### config.mk
export PLATFORM = sky130hd
export DESIGN_NAME = fetch_sequencer
export DESIGN_NICKNAME = d
export VERILOG_FILES = /design/src/rtl/fseq_pkg.sv /design/src/rtl/fseq_rst_sync.sv /design/src/rtl/fseq_phase.sv /design/src/rtl/fseq_next_pc.sv /design/src/rtl/fetch_sequencer.sv
export SDC_FILE = /design/constraint.sdc
export NUM_CORES = 1
export LEC_CHECK = 0
export ABC_AREA = 1
export CAP_MARGIN = 20
export CELL_PAD_IN_SITES_DETAIL_PLACEMENT = 0
export CELL_PAD_IN_SITES_GLOBAL_PLACEMENT = 1
export CORE_MARGIN = 8
export CORE_UTILIZATION = 37
export DETAILED_ROUTE_END_ITERATION = 7
export DONT_BUFFER_PORTS = 1
export GPL_TIMING_DRIVEN = 0
export PLACE_DENSITY = 0.7
export SETUP_SLACK_MARGIN = 0.4
export SLEW_MARGIN = 20
export SYNTH_ARGS = -nofsm -noshare
export SYNTH_HDL_FRONTEND = slang
export SYNTH_HIERARCHICAL = 1
export SYNTH_SLANG_ARGS = --single-unit
### constraint.sdc
create_clock -name clk -period 3.4 [get_ports clk]
set_input_delay 0.68 -clock clk [delete_from_list [all_inputs] [get_ports clk]]
set_output_delay 0.68 -clock clk [all_outputs]
set_load 0.01 [all_outputs]
### src/rtl/fseq_pkg.sv
package fseq_pkg;
  typedef enum logic [1:0] {
    NX_INC  = 2'd0,
    NX_SKIP = 2'd1,
    NX_XFER = 2'd2,
    NX_IRQ  = 2'd3
  } nx_sel_e;
endpackage

### src/rtl/fseq_rst_sync.sv
module fseq_rst_sync (
  input  logic clk,
  input  logic rst_n,
  output logic rst_n_s
);
  logic s0, s1;

  always_ff @(posedge clk or negedge rst_n) begin
    if (!rst_n) begin
      s0 <= 1'b0;
      s1 <= 1'b0;
    end else begin
      s0 <= 1'b1;
      s1 <= s0;
    end
  end

  assign rst_n_s = s1;
endmodule

### src/rtl/fseq_phase.sv
module fseq_phase #(
  parameter int STARTUP = 1024
) (
  input  logic       clk,
  input  logic       rst_n_s,
  output logic [3:0] phase_o,
  output logic       boundary
);
  localparam int CW = (STARTUP > 1) ? $clog2(STARTUP) : 1;

  logic          running, run_d;
  logic [1:0]    ph, ph_d;
  logic [CW-1:0] cnt, cnt_d;

  always_comb begin
    run_d = running;
    ph_d  = ph;
    cnt_d = cnt;
    if (!running) begin
      if (cnt == CW'(STARTUP - 1)) run_d = 1'b1;
      else                         cnt_d = cnt + CW'(1);
    end else begin
      ph_d = ph + 2'd1;
    end
  end

  always_ff @(posedge clk or negedge rst_n_s) begin
    if (!rst_n_s) begin
      running <= 1'b0;
      ph      <= 2'd0;
      cnt     <= '0;
    end else begin
      running <= run_d;
      ph      <= ph_d;
      cnt     <= cnt_d;
    end
  end

  assign phase_o  = running ? (4'b0001 << ph) : 4'b0000;
  assign boundary = running && (ph == 2'd3);

  // phases rotate T1..T4 one per clock once running
  p_phase_order_r1: assert property (@(posedge clk) disable iff (!rst_n_s)
    (phase_o != 4'b0000) |=> (phase_o == {$past(phase_o[2:0]), $past(phase_o[3])}));

  // no phase while the start-up count is still short of its end
  p_holdoff_r2: assert property (@(posedge clk) disable iff (!rst_n_s)
    (!running && cnt != CW'(STARTUP - 1)) |=> (phase_o == 4'b0000));
endmodule

### src/rtl/fseq_next_pc.sv
module fseq_next_pc
  import fseq_pkg::*;
#(
  parameter int PC_W  = 12,
  parameter int LOW_W = 8
) (
  input  logic [PC_W-1:0]  pc,
  input  logic             ev,
  input  logic             call_req,
  input  logic             jmp_req,
  input  logic             ret_req,
  input  logic             pcl_wr,
  input  logic             skip_req,
  input  logic             irq_req,
  input  logic [PC_W-1:0]  tgt_addr,
  input  logic [PC_W-1:0]  ret_addr,
  input  logic [LOW_W-1:0] pcl_data,
  input  logic [PC_W-1:0]  irq_vec,
  output logic [PC_W-1:0]  pc_nx,
  output logic             ev_nx,
  output logic             push_req,
  output logic [PC_W-1:0]  push_addr,
  output nx_sel_e          sel
);
  logic [PC_W-1:0] pcl_tgt, flow_tgt, resume, pc_inc;
  logic            do_call, do_jmp, do_ret, do_pcl, do_skip, flow, take_irq;

  generate
    if (PC_W <= LOW_W) begin : g_full
      assign pcl_tgt = pcl_data[PC_W-1:0];
    end else begin : g_low
      assign pcl_tgt = {pc[PC_W-1:LOW_W], pcl_data};
    end
  endgenerate

  assign pc_inc = pc + PC_W'(1);

  always_comb begin
    do_call  = ev && call_req;
    do_jmp   = ev && jmp_req;
    do_ret   = ev && ret_req;
    do_pcl   = ev && pcl_wr;
    do_skip  = ev && skip_req;
    flow     = do_call || do_jmp || do_ret || do_pcl;
    take_irq = irq_req && !do_call;

    if (do_call || do_jmp) flow_tgt = tgt_addr;
    else if (do_ret)       flow_tgt = ret_addr;
    else                   flow_tgt = pcl_tgt;

    if (flow)         resume = flow_tgt;
    else if (do_skip) resume = pc_inc;
    else              resume = pc;

    if (take_irq)     sel = NX_IRQ;
    else if (flow)    sel = NX_XFER;
    else if (do_skip) sel = NX_SKIP;
    else              sel = NX_INC;

    unique case (sel)
      NX_IRQ:  begin pc_nx = irq_vec;  ev_nx = 1'b0; end
      NX_XFER: begin pc_nx = flow_tgt; ev_nx = 1'b0; end
      NX_SKIP: begin pc_nx = pc_inc;   ev_nx = 1'b0; end
      default: begin pc_nx = pc_inc;   ev_nx = 1'b1; end
    endcase

    push_req  = take_irq || do_call;
    push_addr = take_irq ? resume : pc;
  end
endmodule

### src/rtl/fetch_sequencer.sv
module fetch_sequencer
  import fseq_pkg::*;
#(
  parameter int PC_W    = 12,
  parameter int LOW_W   = 8,
  parameter int IW      = 14,
  parameter int STARTUP = 1024
) (
  input  logic             clk,
  input  logic             rst_n,
  input  logic [IW-1:0]    instr_i,
  input  logic             call_req,
  input  logic             jmp_req,
  input  logic             ret_req,
  input  logic             pcl_wr,
  input  logic             skip_req,
  input  logic             irq_req,
  input  logic [PC_W-1:0]  tgt_addr,
  input  logic [PC_W-1:0]  ret_addr,
  input  logic [LOW_W-1:0] pcl_data,
  input  logic [PC_W-1:0]  irq_vec,
  output logic [3:0]       phase_o,
  output logic             fetch_stb,
  output logic [PC_W-1:0]  fetch_addr,
  output logic             exec_valid,
  output logic [IW-1:0]    exec_instr,
  output logic             push_stb,
  output logic [PC_W-1:0]  push_addr
);
  logic            rst_n_s, boundary, ev_nx, push_req;
  logic [PC_W-1:0] pc, pc_nx, pc_d;
  logic            ev, ev_d;
  logic [IW-1:0]   ins, ins_d;
  nx_sel_e         sel;

  fseq_rst_sync u_rst (.clk(clk), .rst_n(rst_n), .rst_n_s(rst_n_s));

  fseq_phase #(.STARTUP(STARTUP)) u_phase (
    .clk(clk), .rst_n_s(rst_n_s), .phase_o(phase_o), .boundary(boundary));

  fseq_next_pc #(.PC_W(PC_W), .LOW_W(LOW_W)) u_nx (
    .pc(pc), .ev(ev), .call_req(call_req), .jmp_req(jmp_req),
    .ret_req(ret_req), .pcl_wr(pcl_wr), .skip_req(skip_req),
    .irq_req(irq_req), .tgt_addr(tgt_addr), .ret_addr(ret_addr),
    .pcl_data(pcl_data), .irq_vec(irq_vec), .pc_nx(pc_nx), .ev_nx(ev_nx),
    .push_req(push_req), .push_addr(push_addr), .sel(sel));

  always_comb begin
    pc_d  = pc;
    ev_d  = ev;
    ins_d = ins;
    if (boundary) begin
      pc_d  = pc_nx;
      ev_d  = ev_nx;
      ins_d = instr_i;
    end
  end

  always_ff @(posedge clk or negedge rst_n_s) begin
    if (!rst_n_s) begin
      pc  <= '0;
      ev  <= 1'b0;
      ins <= '0;
    end else begin
      pc  <= pc_d;
      ev  <= ev_d;
      ins <= ins_d;
    end
  end

  assign fetch_stb  = phase_o[0];
  assign fetch_addr = pc;
  assign exec_valid = ev;
  assign exec_instr = ins;
  assign push_stb   = boundary && push_req;

  // program counter moves only on the T4-to-T1 edge
  p_pc_hold_r4: assert property (@(posedge clk) disable iff (!rst_n_s)
    !boundary |=> $stable(pc) && $stable(ev));

  // plain increment keeps the pipeline full
  p_seq_inc_r5: assert property (@(posedge clk) disable iff (!rst_n_s)
    (boundary && sel == NX_INC) |=> (ev && pc == $past(pc) + PC_W'(1)));

  // a taken interrupt lands on the vector with a dead execute slot
  p_irq_squash_r9: assert property (@(posedge clk) disable iff (!rst_n_s)
    (boundary && sel == NX_IRQ) |=> (!ev && pc == $past(irq_vec)));

  // no fetch and no push before the pipeline runs
  p_idle_r3: assert property (@(posedge clk) disable iff (!rst_n_s)
    (phase_o == 4'b0000) |-> (!fetch_stb && !push_stb && !ev));
endmodule

# ---- Word level (Yosys, flattened, before mapping)
# Cells that the tools add are included.
dict set report totals {
  register_bits 42
  inputBits 66
  out_inout_bits 45
}
dict set report classes {
  addsub 3
  n_eq_ne 5
  shifts 1
  muxes 13
  bitwise_logic 2
  n_reduce_logical 15
}
# operator count
set ops {}
lappend ops {{12-bit 2-to-1 mux} 5}
lappend ops {{12-bit case mux with 2 select lines} 1}
lappend ops {{12-bit by 1-bit adder with 12-bit output (second input constant)} 1}
lappend ops {{10-bit by 1-bit adder with 10-bit output (second input constant)} 1}
lappend ops {{10-bit == test (second input constant)} 1}
lappend ops {{1-bit logical AND} 8}
lappend ops {{2-bit == test (second input constant)} 3}
lappend ops {{1-bit logical OR} 4}
lappend ops {{1-bit 2-to-1 mux} 4}
lappend ops {{2-bit 2-to-1 mux} 2}
lappend ops {{4-bit 2-to-1 mux} 1}
lappend ops {{1-bit by 2-bit left shift with 4-bit output (first input constant)} 1}
lappend ops {{3-bit OR reduction} 1}
lappend ops {{2-bit by 1-bit adder with 2-bit output (second input constant)} 1}
lappend ops {{2-bit by 1-bit == test with 1-bit output (second input constant)} 1}
lappend ops {{1-bit NOT} 2}
lappend ops {{2-bit AND reduction} 1}
lappend ops {{1-bit zero test} 1}

# ---- Depth between registers and ports, before layout
# Gate-level depths: netlist of run 1.
dict set report logic_depth {
  ltp_word 9
  ltp_mapped 12
  mapped_depth_nobuf 10
}

# ---- Hierarchy
# The synthesis of run 1 kept the hierarchy.
# mod n_inst cells_each area_each_um2 seq_area_each_um2
set modules_own_cells {}
lappend modules_own_cells {fseq_next_pc 1 261 1290.0 0.0}
lappend modules_own_cells {fetch_sequencer 1 117 1047.3 675.6}
lappend modules_own_cells {fseq_phase 1 111 808.3 325.3}
lappend modules_own_cells {fseq_rst_sync 1 3 53.8 50.0}

# ---- Worst setup path before layout of run 1
# OpenSTA, ideal clock, no wires.
dict set report synth_path {
  path_kind {input port to output port}
  start {input port call_req}
  end {output port push_addr[0]}
  arrival_time_ns 1.510
  setup_slack_ns 1.210
  cell_stages 8
  n_path_buf 2
  path_cell_list {o21ai_4 buf_6 buf_6 nand3_1 nand2_1 o21ai_1 nand2_1 nand2_1}
}
dict set report synth_between {
  elab_chain_len 6
  elab_cells_between_ends 9
  cone_classes {3 x mux; 6 x reduce/logical}
}
# element line_no
set synth_rtl {}
lappend synth_rtl {{from (decl)} fetch_sequencer.sv:12} ;# input logic call_req,
lappend synth_rtl {{1-bit logical AND (*)} fseq_next_pc.sv:39} ;# do_call = ev && call_req;
lappend synth_rtl {{1-bit logical OR} {fseq_next_pc.sv:44, fseq_next_pc.sv:47}}
lappend synth_rtl {{1-bit logical OR (2 in a row)} fseq_next_pc.sv:44} ;# flow = do_call || do_jmp || do_ret || do_pcl;
lappend synth_rtl {{12-bit 2-to-1 mux} fseq_next_pc.sv:51} ;# if (flow) resume = flow_tgt;
lappend synth_rtl {{12-bit 2-to-1 mux (*)} fseq_next_pc.sv:68} ;# push_addr = take_irq ? resume : pc;
lappend synth_rtl {{to (decl)} fetch_sequencer.sv:28} ;# output logic [PC_W-1:0] push_addr
# Mark *: on every way between the ends. The rest lies on a longest branch, timed or not.

# ---- Worst setup path after layout of run 1
dict set report layout_path {
  start {register pc[0], in the netlist fetch_addr[0]}
  end {output port push_addr[10]}
}
dict set report layout_between {
  elab_chain_len 4
}
# element line_no
set layout_rtl {}
lappend layout_rtl {{from (decl)} fetch_sequencer.sv:31} ;# logic [PC_W-1:0] pc, pc_nx, pc_d;
lappend layout_rtl {{from (signal assigned)} fetch_sequencer.sv:65} ;# pc <= pc_d;
lappend layout_rtl {{12-bit by 1-bit adder with 12-bit output} fseq_next_pc.sv:36} ;# assign pc_inc = pc + PC_W'(1);
lappend layout_rtl {{12-bit 2-to-1 mux} fseq_next_pc.sv:52} ;# else if (do_skip) resume = pc_inc;
lappend layout_rtl {{12-bit 2-to-1 mux} fseq_next_pc.sv:51}
lappend layout_rtl {{12-bit 2-to-1 mux} fseq_next_pc.sv:68}
# Every way passes these cells.

==> key figures, run 1 <==
Layout
  • Sequential Area: 1050 um^2
  • Layout area overhead: 8.42%
  • Area of the multi-input gates: 1830 um^2
  • Share of layout cells above drive strength 1: 0.114
  • Antenna cells: 0
  • Fill count: 933
  • Post-route insts no fill: 607
  • NumNets Final: 571

Place
  • Port bufs: 0
  • Dpl hpwl: 7190 um
  • RD Place Congestion: 0.801
  • Post-placement cell count: 600

Clock network
  • Clock Sink Count: 42
  • TritonCTS clock tree: yes
  • Root Buffer: clkbuf_8
  • CTS Hold Bufs: 0
  • Clock Path Buffers: 2
  • Setup Fix Bufs, Post-CTS: 0
  • # resized after CTS: 0
  • Clk_lat worst skew: 0.29 ns
  • # H-tree levels: 2
  • Register clock-pin slew on the reported worst setup and hold paths: 0.08 ns
  • Cts bufs inserted: 5

Pwr
  • Peak VDD IR: 0.000247 V
  • Leak: ~0.0019 uW
  • PwrDens: 275 nW/um^2

Route
  • Via Count: 2869
  • Post-route antenna net violation count: 0
  • DRC: 0
  • Total Routed Length: 8880 um
  • Vias per inst: approximately 4.7
  • Routed length per instance: around 15 um
  • Initial DRC count: around 120
  • DRT Pass-1 Iters: 5

STA
  • Fin. Hold Viols: 0
  • Max Transition Viols Final: 0
  • Worst slew margin: 0.622
  • RSZ-0062 raised after global routing: false
  • Setup_tns: 0 ns
  • Setup violations, final: 0
  • Post-layout min period: 2.76 ns
  • Fin crit share: 0.811
  • Worst Skew: 0.00714 ns
  • Fmax: roughly 360 MHz
  • Measured slew at the worst slew-check pin: 0.567 ns

Yosys
  • Mapped cell area: 3200 um^2
  • Syn_area_per_cell: between 6 and 7 um^2
  • Syn Nets: roughly 560
  • Post-Syn Instances: 491
  • Synth warn: 6

Global route
  • First-pass GRT wire length: 14000 um
  • Total grt overflow: 0
  • Total GRT Usage: 0.147
  • Vias in the first global route: 2692
  • Largest net degree at the start of global routing: 32
  • Initial antenna violation count: 0

Floorplanning
  • Die width: 109 um
  • Top Ports: 111
  • Die Height: 109 um
  • CORE AREA: ~8600 um^2
  • Die Area: 11900 um^2
  • Starting density of the core: 0.374
  • Core Rows: 34

Worst setup path
  • CP endpoint kind: output pin
  • Req. time, crit path: 2.72 ns
  • Worst Reg2Reg Path Length in Cells: 9
  • Worst Setup Path Type: reg -> out
  • Crit path max fanout: 7
  • CP startpoint kind: flop
  • CP arrival: 2.08 ns

Outcome
  • Status: complete, no violations

Min path
  • Hold Path Class: in -> async

Run
  • Max Cap Viol: 0
[through the flow]
step / utilization / total power [uW] / instance area, um^2 / hold WS, ns / worst slack, ns
floorplan: - / 548 / 3200 / 0.331 / 1.21
global placement: 0.390 / 560 / 3330 / 0.335 / 0.958
detailed placement: 0.392 / 563 / 3350 / 0.138 / 0.945
CTS: 0.405 / 968 / 3460 / 0.0643 / 0.610
global route: 0.405 / 988 / 3460 / 0.0583 / 0.405
finish: 0.405 / 952 / 3460 / 0.0720 / 0.642
[cell usage in the layout (no fill, tap or decap)]
| cell type | n |
|---|---|
| nand3_2 | 5 |
| nor2_1 | 35 |
| inv_4 | 2 |
| nor2_8 | 1 |
| nor3_1 | 1 |
| a21oi_1 | 1 |
| nand3_1 | 34 |
| nand4_1 | 4 |
| dfrtp_1 | 41 |
| o21ai_0 | 4 |
| a22oi_1 | 2 |
| inv_2 | 5 |
| o21ai_4 | 1 |
| dfrtp_2 | 1 |
| buf_4 | 4 |
| buf_1 | 1 |
| buf_6 | 6 |
| ha_1 | 6 |
| buf_12 | 2 |
| o211ai_1 | 7 |
| nand2_8 | 1 |
| nand2_4 | 3 |
| nor2_4 | 2 |
| o211ai_2 | 2 |
| clkbuf_8 | 6 |
| bufinv_16 | 1 |
| conb_1 | 1 |
| nand2_1 | 249 |
| nand3b_1 | 2 |
| inv_1 | 35 |
| xnor2_1 | 4 |
| a21oi_2 | 2 |
| o21ai_1 | 9 |
| clkinv_1 | 1 |
| xor2_1 | 4 |
| nor2_2 | 3 |
| nand2_2 | 4 |
| or2_1 | 1 |
| o21ai_2 | 1 |
| buf_2 | 5 |
[registers in the layout (all words and copies together), names as in the netlist]
name,cells
u_rst/s0,1
exec_valid,1
u_phase/cnt,10
u_phase/ph,2
exec_instr,14
fetch_addr,12
u_phase/running,1
u_rst/rst_n_s,1
[cell type report]
type,count,share of cell area
Inverter,43,0.0480
Buffer,17,0.0423
Clock inverter,1,0.00867
Tap cell,108,0.0390
Sequential cell,42,0.304
Clock buffer,6,0.0238
Multi-Input combinational cell,389,0.529
Timing Repair Buffer,1,0.00578
[power by group]
part	switching [uW]	internal, uW	total (uW)
clock	165	235	400
combinational	33.0	16.3	49.3
sequential	2.64	500	503
[worst max-delay path, cell delays in order (launching register included)]
cell	delay, ns
dfrtp_1	0.52
ha_1	0.24
nand3_1	0.16
nor2_1	0.27
nand2_1	0.09
nand2_1	0.07
nand2_1	0.06
nor2_1	0.10
nor2_1	0.06
nor2_1	0.23
[per-layer routing]
metal	GRT usage	wire length, um	up-vias
li1	-	-	1530
met1	0.188	3920	1252
met2	0.247	4170	82
met3	0.0313	712	5
met4	0.0342	77	0
met5	0	0	-
[final timing paths]
kind,startpoint,to,slack [ns]
max in group asynchronous,u_rst/rst_n_s,exec_instr[12],2.84
min in group clk,u_rst/s0,u_rst/rst_n_s,0.36
hold / removal,rst_n,u_rst/s0,0.07
setup / recovery,fetch_addr[0],push_addr[10],0.64
setup reg to reg,exec_valid,fetch_addr[2],1.51
hold reg to reg,u_rst/rst_n_s,u_phase/cnt[5],0.13
Power figures use the tool's default switching activity.
==> inputs of run 2 (changes only) <==
==> constraint.sdc (replaced) <==
create_clock -name clk -period 2.8 [get_ports clk]
set_input_delay 0.56 -clock clk [delete_from_list [all_inputs] [get_ports clk]]
set_output_delay 0.56 -clock clk [all_outputs]
set_load 0.01 [all_outputs]
==> key figures, run 2 (synthesized netlist as in run 1, its figures left out) <==
Outcome
  • Status: complete, no violations

Worst setup path
  • Crit path capture: push_addr[10]
  • R2R Setup Slk: about 1.2 ns
  • CP endpoint kind: output pin
  • Critical-path top delay cell: dfrtp_2
  • Critical R2R Launch: exec_valid
  • Crit path max-delay family: simple AND/OR/NAND/NOR gates
  • Worst path depth: 10
  • CP arrival: roughly 1.8 ns
  • Largest stage delay, worst path: approximately 0.46 ns
  • Setup crit start: exec_valid
  • R2R Path End: fetch_addr[2]
  • CP startpoint kind: flop
  • CP Cell Sequence: buf_12, nand2_8, nand2_4, inv_4, nand2_8, nor2_8, inv_2, nor2_2, nor2_1, nor2_2
  • Bufs and invs on worst path: 3
  • Req. time, crit path: 2.24 ns
  • Worst Setup Path Type: reg -> out
  • Crit path max fanout: 9
  • Worst Reg2Reg Path Length in Cells: 10

Route
  • Post-route antenna net violation count: 0
  • Routed length per instance: 14.5 um
  • Via Count: 2942
  • Initial DRC count: 118
  • Vias per inst: approximately 4.8
  • DRC: 0
  • Total Routed Length: 8900 um
  • DRT Pass-1 Iters: 5

Place
  • RD Place Congestion: 0.801
  • Port bufs: 0
  • Dpl hpwl: roughly 7000 um

Pwr
  • Total power: 1160 uW
  • Net switching fraction of the power: 0.212
  • Peak VDD IR: ~0.0003 V
  • Clock power frac: 0.419
  • Leak: 0.00191 uW
  • Combinational share of power: 0.055
  • PwrDens: 316 nW/um^2
  • Cell Int Power: 915 uW
  • Net Switching: 246 uW
  • Seq pwr share: 0.526

Global route
  • Initial antenna violation count: 0
  • Largest net degree at the start of global routing: 32
  • Total grt overflow: 0
  • Vias in the first global route: 2715
  • Total GRT Usage: 0.148
  • First-pass GRT wire length: between 10000 and 15000 um

STA
  • Worst hold slack: ~0.13 ns
  • Fmax: 425 MHz
  • RSZ-0062 raised after global routing: true
  • Fin crit share: 0.841
  • Post-layout min period: ~2.4 ns
  • Setup_tns: 0 ns
  • Fin. Hold Viols: 0
  • Max Transition Viols Final: 0
  • Setup violations, final: 0
  • Worst Skew: 0.00697 ns

Clock network
  • Clock Path Buffers: 2
  • Register clock-pin slew on the reported worst setup and hold paths: 0.08 ns
  • Clock Sink Count: 42
  • # H-tree levels: 2
  • Root Buffer: clkbuf_8
  • Cts bufs inserted: 5
  • TritonCTS clock tree: yes
  • Clk_lat worst skew: between 0.2 and 0.3 ns

Floorplanning
  • Die Area: 11900 um^2
  • Core Rows: 34
  • Die Height: 109 um
  • Starting density of the core: 0.374
  • Top Ports: between 100 and 150
  • CORE AREA: 8550 um^2
  • Die width: 109 um

Layout
  • Fill count: approximately 920
  • Commonest non-fill, non-tap cell in the layout: nand2_1
  • Max FFs per register: 14
  • Share of layout cells above drive strength 1: 0.184
  • Final Util: 0.429
  • Antenna cells: 0
  • Commonest non-fill, non-tap cells in the layout: nand2_1 (240), inv_1 (35), dfrtp_1 (33)
  • Layout area overhead: 14.8%
  • NumNets Final: 578

Min path
  • Hold Path Class: reg -> async

Run
  • Max Cap Viol: 0
[run 2: cell count changes in the layout (fill, tap and decap cells not counted), moves of 2 or more]
cell,delta
buf_2,-2
buf_4,+6
buf_6,-2
clkbuf_4,+3
dfrtp_1,-8
dfrtp_2,+8
nand2_1,-9
nand2_2,+8
nand2_8,+2
nand3_1,-2
nor2_1,-7
nor2_2,+6
[run 2: area by class of cell]
class                           count  area, um^2  share of cell area
Tap cell                          108         135              0.0368
Multi-Input combinational cell    389        1940               0.530
Inverter                           43         170              0.0464
Clock buffer                        6        82.6              0.0225
Clock inverter                      1        30.0             0.00819
Buffer                             17         168              0.0457
Timing Repair Buffer                8        75.1              0.0205
Sequential cell                    42        1060               0.290
[run 2: through the flow]
stage                     area [um^2]  setup slack, ns  std cells
after CTS                        3500            0.397        608
final                            3670            0.444        614
after global placement           3330            0.494        599
after global routing             3670            0.345        614
after detailed placement         3350            0.465        600
after floorplan                  3200            0.809        491
[run 2: timing repair]
action                                 4_1_cts  5_1_grt
buffers inserted                             0        6
resized for setup                           12       31
pin swaps                                    2        3
setup endpoints to repair                   10       12
hold buffers                                 1        0
endpoints found under the hold margin        2        0
gates cloned                                 0        0
[run 2: worst register-to-register path, stage by stage (launching register included)]
cell and delay (ns):
dfrtp_2 0.46, buf_12 0.17, nand2_8 0.08, nand2_4 0.07, inv_4 0.07, nand2_8 0.08
nor2_4 0.25, nand2_1 0.09, o211ai_1 0.13, nand2_1 0.10, nand2_1 0.07
[run 2: how the worst min path moves through the flow]
stage | slack [ns] | cells past startpoint | to
3_3_place_gp | 0.26 | 0 | u_rst/s0
3_5_place_dp | 0.14 | 0 | u_phase/cnt[5]
6_report | 0.13 | 0 | u_phase/cnt[9]
2_1_floorplan | 0.26 | 0 | u_rst/rst_n_s
5_1_grt | 0.16 | 0 | u_phase/cnt[9]
4_1_cts | 0.14 | 0 | u_phase/cnt[9]
[run 2: routing by layer]
metal  track usage  up-vias  wire [um]
met4        0.0342        0         77
met2         0.250       95       4240
met3        0.0307        5        770
met1         0.188     1293       3810
met5             0        -          0
li1              -     1549          -
[run 2: power groups by stage]
| stage | clock, uW | combinational, uW | sequential (uW) |
|---|---|---|---|
| floorplan | 0 | 37.6 | 628 |
| global placement | 0 | 49.0 | 631 |
| detailed placement | 0 | 60.7 | 623 |
| CTS | 503 | 64.0 | 611 |
| global route | 519 | 73.7 | 612 |
| finish | 486 | 64.2 | 611 |
